===== config.mk =====
export PLATFORM = sky130hd
export DESIGN_NAME = mdio_cmd_ctrl
export DESIGN_NICKNAME = d
export VERILOG_FILES = /design/src/rtl/mdio_cmd_pkg.sv /design/src/rtl/mdio_cmd_clkgen.sv /design/src/rtl/mdio_cmd_frame.sv /design/src/rtl/mdio_cmd_regs.sv /design/src/rtl/mdio_cmd_ctrl.sv
export SDC_FILE = /design/constraint.sdc
export NUM_CORES = 1
export LEC_CHECK = 0
export BUFFER_PORTS_ARGS = -buffer_cell sky130_fd_sc_hd__buf_4
export CORE_MARGIN = 2
export CORE_UTILIZATION = 59
export DETAILED_ROUTE_END_ITERATION = 7
export PLACE_DENSITY = 0.89
export SLEW_MARGIN = 40
export SYNTH_ARGS = -nofsm -noshare
export SYNTH_HDL_FRONTEND = slang
export SYNTH_SLANG_ARGS = --single-unit

===== constraint.sdc =====
create_clock -name clk -period 4 [get_ports clk]
set_input_delay 0.4 -clock clk [delete_from_list [all_inputs] [get_ports clk]]
set_output_delay 0.4 -clock clk [all_outputs]
set_load 0.03 [all_outputs]

===== src/rtl/mdio_cmd_pkg.sv =====
package mdio_cmd_pkg;

   localparam int ADDR_W    = 5;
   localparam int DATA_W    = 16;
   localparam int THR_W     = 8;
   localparam int PHY_LSB   = 0;
   localparam int REGA_LSB  = 5;
   localparam int THR_LSB   = 10;
   localparam int RD_BIT    = 26;
   localparam int WR_BIT    = 27;
   localparam int WDATA_LSB = 0;
   localparam int RDATA_LSB = 16;

   typedef enum logic {
      SEL_CMD  = 1'b0,
      SEL_DATA = 1'b1
   } reg_sel_e;

   typedef enum logic [1:0] {
      OP_WRITE = 2'b01,
      OP_READ  = 2'b10
   } mdio_op_e;

   typedef struct packed {
      logic              rd;
      logic [ADDR_W-1:0] phy;
      logic [ADDR_W-1:0] regad;
   } cmd_t;

endpackage


===== src/rtl/mdio_cmd_clkgen.sv =====
module mdio_cmd_clkgen #(
   parameter int THR_W = 8
) (
   input  logic             clk,
   input  logic             rst_n,
   input  logic             run,
   input  logic [THR_W-1:0] thr,
   output logic             mdc,
   output logic             rise,
   output logic             fall
);

   logic [THR_W-1:0] cnt;
   logic [THR_W-1:0] thr_eff;
   logic             hit;

   always_comb begin
      thr_eff = (thr == '0) ? THR_W'(1) : thr;
      hit     = run && (cnt == thr_eff - THR_W'(1));
      rise    = hit && !mdc;
      fall    = hit && mdc;
   end

   always_ff @(posedge clk or negedge rst_n) begin
      if (!rst_n) begin
         cnt <= '0;
         mdc <= 1'b0;
      end else if (!run) begin
         cnt <= '0;
         mdc <= 1'b0;
      end else if (hit) begin
         cnt <= '0;
         mdc <= ~mdc;
      end else begin
         cnt <= cnt + THR_W'(1);
      end
   end

endmodule


===== src/rtl/mdio_cmd_frame.sv =====
module mdio_cmd_frame
   import mdio_cmd_pkg::*;
#(
   parameter int PRE_LEN = 32
) (
   input  logic              clk,
   input  logic              rst_n,
   input  logic              start,
   input  cmd_t              cmd,
   input  logic [DATA_W-1:0] wdata,
   input  logic              rise,
   input  logic              fall,
   input  logic              mdio_in,
   output logic              busy,
   output logic              done,
   output logic              mdio_o,
   output logic              mdio_oe,
   output logic [DATA_W-1:0] rx_data
);

   localparam int FRAME_BITS = PRE_LEN + 2 + 2 + 2 * ADDR_W + 2 + DATA_W;
   localparam int IDX_W      = $clog2(FRAME_BITS);
   localparam int TA_IDX     = PRE_LEN + 4 + 2 * ADDR_W;
   localparam int DAT_IDX    = TA_IDX + 2;
   localparam int LAST_IDX   = FRAME_BITS - 1;

   logic [FRAME_BITS-1:0] tx_sh;
   logic [IDX_W-1:0]      idx;
   logic                  rd_op;
   logic                  at_last;
   logic                  in_release;
   logic                  in_data;
   mdio_op_e              op;

   always_comb begin
      op         = cmd.rd ? OP_READ : OP_WRITE;
      at_last    = (idx == IDX_W'(LAST_IDX));
      in_release = rd_op && (idx >= IDX_W'(TA_IDX));
      in_data    = rd_op && (idx >= IDX_W'(DAT_IDX));
      done       = busy && fall && at_last;
      mdio_o     = tx_sh[FRAME_BITS-1];
      mdio_oe    = busy && !in_release;
   end

   always_ff @(posedge clk or negedge rst_n) begin
      if (!rst_n) begin
         busy    <= 1'b0;
         idx     <= '0;
         rd_op   <= 1'b0;
         tx_sh   <= '1;
         rx_data <= '0;
      end else if (start && !busy) begin
         busy  <= 1'b1;
         idx   <= '0;
         rd_op <= cmd.rd;
         tx_sh <= {{PRE_LEN{1'b1}}, 2'b01, op, cmd.phy, cmd.regad, 2'b10,
                   (cmd.rd ? {DATA_W{1'b1}} : wdata)};
      end else if (busy) begin
         if (rise && in_data) begin
            rx_data <= {rx_data[DATA_W-2:0], mdio_in};
         end
         if (fall) begin
            if (at_last) begin
               busy  <= 1'b0;
               idx   <= '0;
               tx_sh <= '1;
            end else begin
               idx   <= idx + IDX_W'(1);
               tx_sh <= {tx_sh[FRAME_BITS-2:0], 1'b1};
            end
         end
      end
   end

   AST_OE_ON_FALL: assert property (@(posedge clk) disable iff (!rst_n)
      (busy && $past(busy) && !$stable(mdio_oe)) |-> $past(fall))
      else $error("output enable moved away from a falling MDC edge");

   AST_DATA_ON_FALL: assert property (@(posedge clk) disable iff (!rst_n)
      (busy && $past(busy) && !$stable(mdio_o)) |-> $past(fall))
      else $error("driven bit moved away from a falling MDC edge");

   AST_DONE_ENDS: assert property (@(posedge clk) disable iff (!rst_n)
      done |=> !busy)
      else $error("frame still busy after its final bit");

endmodule


===== src/rtl/mdio_cmd_regs.sv =====
module mdio_cmd_regs
   import mdio_cmd_pkg::*;
#(
   parameter int             REG_W   = 32,
   parameter logic [THR_W-1:0] DEF_THR = 8'h34
) (
   input  logic              clk,
   input  logic              rst_n,
   input  logic              reg_wr,
   input  logic              reg_sel,
   input  logic [REG_W-1:0]  reg_wdata,
   output logic [REG_W-1:0]  reg_rdata,
   input  logic              done,
   input  logic [DATA_W-1:0] rx_data,
   output logic              start,
   output cmd_t              start_cmd,
   output logic [THR_W-1:0]  thr,
   output logic [DATA_W-1:0] wdata,
   output logic              go_any
);

   logic [ADDR_W-1:0] phy_q;
   logic [ADDR_W-1:0] rega_q;
   logic              rd_go;
   logic              wr_go;
   logic [DATA_W-1:0] rdata_q;
   logic              cmd_wr;
   logic              data_wr;
   logic              w_rd;
   logic              w_wr;

   always_comb begin
      go_any          = rd_go | wr_go;
      cmd_wr          = reg_wr && (reg_sel == SEL_CMD) && !go_any;
      data_wr         = reg_wr && (reg_sel == SEL_DATA);
      w_rd            = reg_wdata[RD_BIT];
      w_wr            = reg_wdata[WR_BIT] && !w_rd;
      start           = cmd_wr && (w_rd || w_wr);
      start_cmd.rd    = w_rd;
      start_cmd.phy   = reg_wdata[PHY_LSB +: ADDR_W];
      start_cmd.regad = reg_wdata[REGA_LSB +: ADDR_W];
   end

   always_ff @(posedge clk or negedge rst_n) begin
      if (!rst_n) begin
         phy_q   <= '0;
         rega_q  <= '0;
         thr     <= DEF_THR;
         rd_go   <= 1'b0;
         wr_go   <= 1'b0;
         wdata   <= '0;
         rdata_q <= '0;
      end else begin
         if (cmd_wr) begin
            phy_q  <= reg_wdata[PHY_LSB +: ADDR_W];
            rega_q <= reg_wdata[REGA_LSB +: ADDR_W];
            thr    <= reg_wdata[THR_LSB +: THR_W];
            rd_go  <= w_rd;
            wr_go  <= w_wr;
         end else if (done) begin
            rd_go <= 1'b0;
            wr_go <= 1'b0;
         end
         if (done && rd_go) begin
            rdata_q <= rx_data;
         end
         if (data_wr) begin
            wdata <= reg_wdata[WDATA_LSB +: DATA_W];
         end
      end
   end

   always_comb begin
      reg_rdata = '0;
      if (reg_sel == SEL_DATA) begin
         reg_rdata[WDATA_LSB +: DATA_W] = wdata;
         reg_rdata[RDATA_LSB +: DATA_W] = rdata_q;
      end else begin
         reg_rdata[PHY_LSB +: ADDR_W]  = phy_q;
         reg_rdata[REGA_LSB +: ADDR_W] = rega_q;
         reg_rdata[THR_LSB +: THR_W]   = thr;
         reg_rdata[RD_BIT]             = rd_go;
         reg_rdata[WR_BIT]             = wr_go;
      end
   end

   AST_ONE_GO: assert property (@(posedge clk) disable iff (!rst_n)
      $onehot0({rd_go, wr_go}))
      else $error("read and write start bits both set");

   AST_CMD_HOLD: assert property (@(posedge clk) disable iff (!rst_n)
      ($past(go_any) && go_any) |-> ($stable(phy_q) && $stable(rega_q) && $stable(thr)))
      else $error("command fields moved during a frame");

   AST_GO_CLEAR: assert property (@(posedge clk) disable iff (!rst_n)
      done |=> !(rd_go || wr_go))
      else $error("start bit not cleared at frame end");

endmodule


===== src/rtl/mdio_cmd_ctrl.sv =====
module mdio_cmd_ctrl
   import mdio_cmd_pkg::*;
#(
   parameter int               REG_W       = 32,
   parameter int               PRE_LEN     = 32,
   parameter int               SYNC_STAGES = 0,
   parameter logic [THR_W-1:0] DEF_THR     = 8'h34
) (
   input  logic             clk,
   input  logic             rst_n,
   input  logic             reg_wr,
   input  logic             reg_sel,
   input  logic [REG_W-1:0] reg_wdata,
   output logic [REG_W-1:0] reg_rdata,
   output logic             mdc,
   output logic             mdio_o,
   output logic             mdio_oe,
   input  logic             mdio_i
);

   if (REG_W < WR_BIT + 1) begin : g_bad_regw
      $error("REG_W too narrow for the command layout");
   end
   if (PRE_LEN < 1 || PRE_LEN > 64) begin : g_bad_pre
      $error("PRE_LEN out of range");
   end
   if (SYNC_STAGES < 0 || SYNC_STAGES > 3) begin : g_bad_sync
      $error("SYNC_STAGES out of range");
   end
   if (DEF_THR == '0) begin : g_bad_thr
      $error("DEF_THR must be non-zero");
   end

   logic              start;
   cmd_t              start_cmd;
   logic [THR_W-1:0]  thr;
   logic [DATA_W-1:0] wdata;
   logic [DATA_W-1:0] rx_data;
   logic              go_any;
   logic              busy;
   logic              done;
   logic              rise;
   logic              fall;
   logic              mdio_s;

   if (SYNC_STAGES == 0) begin : g_nosync
      assign mdio_s = mdio_i;
   end else begin : g_sync
      logic [SYNC_STAGES-1:0] sync_q;
      always_ff @(posedge clk or negedge rst_n) begin
         if (!rst_n) sync_q <= '1;
         else        sync_q <= {sync_q, mdio_i}[SYNC_STAGES-1:0];
      end
      assign mdio_s = sync_q[SYNC_STAGES-1];
   end

   mdio_cmd_regs #(
      .REG_W   (REG_W),
      .DEF_THR (DEF_THR)
   ) u_regs (
      .clk       (clk),
      .rst_n     (rst_n),
      .reg_wr    (reg_wr),
      .reg_sel   (reg_sel),
      .reg_wdata (reg_wdata),
      .reg_rdata (reg_rdata),
      .done      (done),
      .rx_data   (rx_data),
      .start     (start),
      .start_cmd (start_cmd),
      .thr       (thr),
      .wdata     (wdata),
      .go_any    (go_any)
   );

   mdio_cmd_clkgen #(
      .THR_W (THR_W)
   ) u_clkgen (
      .clk   (clk),
      .rst_n (rst_n),
      .run   (busy),
      .thr   (thr),
      .mdc   (mdc),
      .rise  (rise),
      .fall  (fall)
   );

   mdio_cmd_frame #(
      .PRE_LEN (PRE_LEN)
   ) u_frame (
      .clk     (clk),
      .rst_n   (rst_n),
      .start   (start),
      .cmd     (start_cmd),
      .wdata   (wdata),
      .rise    (rise),
      .fall    (fall),
      .mdio_in (mdio_s),
      .busy    (busy),
      .done    (done),
      .mdio_o  (mdio_o),
      .mdio_oe (mdio_oe),
      .rx_data (rx_data)
   );

   AST_IDLE_QUIET: assert property (@(posedge clk) disable iff (!rst_n)
      !busy |-> (!mdc && !mdio_oe))
      else $error("bus active while idle");

   AST_GO_TRACKS_BUSY: assert property (@(posedge clk) disable iff (!rst_n)
      go_any == busy)
      else $error("start bit disagrees with frame state");

endmodule


==> results.toml <==
[die]
core_sq_mm = 0.01152
boundaryPins = 72
fp.dieH_microns = 113.1
start_util = 0.6102
rows = 39
die_w_microns = 113.1
dieArea_sq_mm = 0.01280

[cts]
cts_made_buffers = 17
clk_latency_ps = 410
clockRootBuffer = "clkbuf_16"
cts_tree = "built"
h-tree-depth = 4
cts_setup_buffers = 0
clock_path_buffers = 2
clk_pin_slew_ps = 60
clock_sinks = 149

[global_route]
first_global_vias = 5051
grt_pass1_wl_mm = 25.53
antenna_found_initial = 0
grt_usage = 0.2508
grt_max_degree = 69
grt-ovfl-total = 0

[route]
drtIter0Drc = 360
first_pass_iters = 7
wl_per_cell_microns = 18.23
drc = 8
vias = 4990
ant_nets = 0
viasPerCell = 6.078
finalWirelength_mm = 14.97

[finish]
diodes = 0
nets = 706
areaGrowthSynthToFinish_pct = 16.90
drive_gt1_frac = 0.3614

[worst_setup_path]
rrSetupSlack_ps = 160
worstReg2RegEnd = "u_frame.rx_data[3]"
reg2reg_depth = 11
cp_data_arrival_time_ps = 4130
worst-setup-path-type = "reg2reg"
crit_path_end_kind = "register"
critPathBufInv = 1
path_cells = "or4_4 -> nor2_4 -> a21oi_1 -> ha_1 -> xnor2_1 -> a221oi_2 -> o311ai_2 -> or3_1 -> or4_1 -> buf_4 -> mux2_1"
worstPathMaxFanout = 16
max_stage_delay_ps = 580
crit_path_top_delay_cell = "or4_4"
required_ps = 4290
path_delay_family = "simple AND/OR/NAND/NOR gates"
start_kind = "register"
r2r_start = "u_regs.thr[3]"

[pwr]
pwr_density_cell_mw_per_mm2 = 599.8
finalPower_w = 0.004927
p_leak_nw = 3.851
vdd_drop_max_uv = 491.2

[min_path]
hold_class = "in2reg"
holdPathEnd = "u_frame.rx_data[0]"
holdPathStages = 2
min-delay-start = "mdio_i"

[outcome]
failed_checks = "design-rule violations"
status = "complete, but fails checks"

[timing]
period_minus_slack_ps = 3843
worst_pin_slew_ps = 758.9
period_share = 0.9607
finalSetupViolations = 0
tns_ps = 0
slew_violations = 0
clock.fmax_mhz = 260.2
skew_ps = 8.283
finalHoldViolations = 0
relSlewSlack = 0.4928
rsz0062_at_grt = "false"

[synth]
syn_nets = 652
async_flop_share = 1.000
ys_types = 55
mappedNetlistArea_sq_mm = 0.007027
syn_inst = 611
yosysSeqAreaShare = 0.5426
syn_avg_cell_area_sq_um = 11.50
synth_edf_count = 0
yosys_warnings = 0
ys_seq_elements = 149
synth_top_flop_cell = "dfrtp_1"

[placed_design]
gp_congestion = 0.8730
dp.final_hpwl_mm = 9.531
io_buffers = 59

[flow_run]
max-cap-violations = 0
==> report_power, final <==
group | leakage, nW | switching [W] | internal, W | total, W
logic | 1.84 | 0.000662 | 0.000579 | 0.00124
clock network | 0.264 | 0.000609 | 0.000885 | 0.00149
registers | 1.74 | 0.000303 | 0.00189 | 0.00219
==> final cells by class <==
| cell class | count | area [sq um] |
|---|---|---|
| timing repair buffer | 76 | 600.6 |
| sequential | 149 | 3814 |
| fill | 766 | 3302 |
| clock inverter | 12 | 105.1 |
| tap | 143 | 178.9 |
| clock buffer | 20 | 456.7 |
| multi-input combinational | 413 | 3029 |
| inverter | 8 | 30.03 |
==> worst max path at each step <==
stage                              from                  end  slack [ps]  cells past startpoint
after global routing      u_regs.thr[3]   u_frame.rx_data[3]          10                     11
after global placement    u_regs.thr[3]   u_frame.rx_data[4]         440                     11
after floorplan           u_regs.thr[3]  u_frame.rx_data[10]         490                     12
after detailed placement  u_regs.thr[3]  u_frame.rx_data[15]         310                     11
after CTS                 u_regs.thr[3]   u_frame.rx_data[3]         120                     11
final                     u_regs.thr[3]   u_frame.rx_data[3]         160                     11
==> per-layer routing <==
layer  part of all wire  GRT usage  vias to the layer above  wire length [microns]
met5                  0          0                        -                      0
met4              0.021    0.08862                        0                    316
met3              0.062    0.06427                       25                    930
met2               0.50     0.4020                      175                   7466
met1               0.42     0.3344                     2497                   6255
li1                   -          -                     2293                      -
==> cells by family after synthesis <==
logic type,count (synthesis),synth area share
multiplexers,117,0.1866
AO/OA/AOI/OAI,81,0.08120
adder cells (fa/ha/maj),4,0.007123
buffers and inverters,49,0.02991
flip-flops,149,0.5426
XOR/XNOR,14,0.01745
AND/OR/NAND/NOR,197,0.1351
==> per-stage QoR <==
stage	hold slack, ps	util	cells	setup slack (ps)	area (sq um)
5_1_grt	193.8	0.7133	821	12.04	8214
4_1_cts	199.9	0.7120	821	121.3	8199
3_5_place_dp	382.5	0.6623	788	307.9	7627
3_3_place_gp	459.6	0.6596	787	441.2	7596
6_report	216.0	0.7133	821	157.3	8214
2_1_floorplan	104.4	-	611	494.7	7027
==> synthesized netlist by cell type, drive strengths merged (5+ instances only) <==
master,number,share of area
o22ai,30,0.027
nor3,16,0.012
and2,14,0.012
a221o,10,0.014
nand3,13,0.0093
buf,10,0.0091
a211oi,5,0.0053
dfrtp,82,0.29
mux2,82,0.14
xor2,5,0.0062
clkbuf,31,0.017
inv,8,0.0043
nand2,33,0.018
or4,7,0.0085
nor2,86,0.047
and3,13,0.012
xnor2,9,0.011
dfstp,67,0.25
o21ai,6,0.0043
a21oi,11,0.0078
mux2i,35,0.050
==> registers in the layout, indices dropped and copies added, names as in the netlist, 5 cells and up <==
signal           cells
u_regs.wdata        16
u_regs.phy_q         5
u_frame.tx_sh       64
u_regs.thr           8
u_frame.rx_data     16
u_regs.rdata_q      16
u_regs.rega_q        5
u_frame.idx          6
u_clkgen.cnt         8
==> cells in the final DEF, fill, tap and decap left out, drive strengths merged, types with 10 or more instances in the layout <==
cell	n
nor2	86
dfrtp	82
mux2	82
buf	75
dfstp	67
mux2i	35
nand2	33
o22ai	30
clkbuf	20
nor3	16
and2	14
and3	13
nand3	13
a21oi	11
a221o	10
==> worst reg2reg max path, cell delays in order (launching register included) <==
cell and delay (ps):
dfrtp_2 460, or4_4 580, nor2_4 150, a21oi_1 90, ha_1 330, xnor2_1 180, a221oi_2 280, o311ai_2 180
or3_1 360, or4_1 510, buf_4 240, mux2_1 360
==> timing repair <==
| action | CTS | global route |
|---|---|---|
| resized for setup | 0 | 3 |
| hold buffers | 1 | 0 |
| setup endpoints to repair | 0 | 16 |
| hold endpoints to repair | 40 | 0 |
Power figures use the tool's default switching activity.
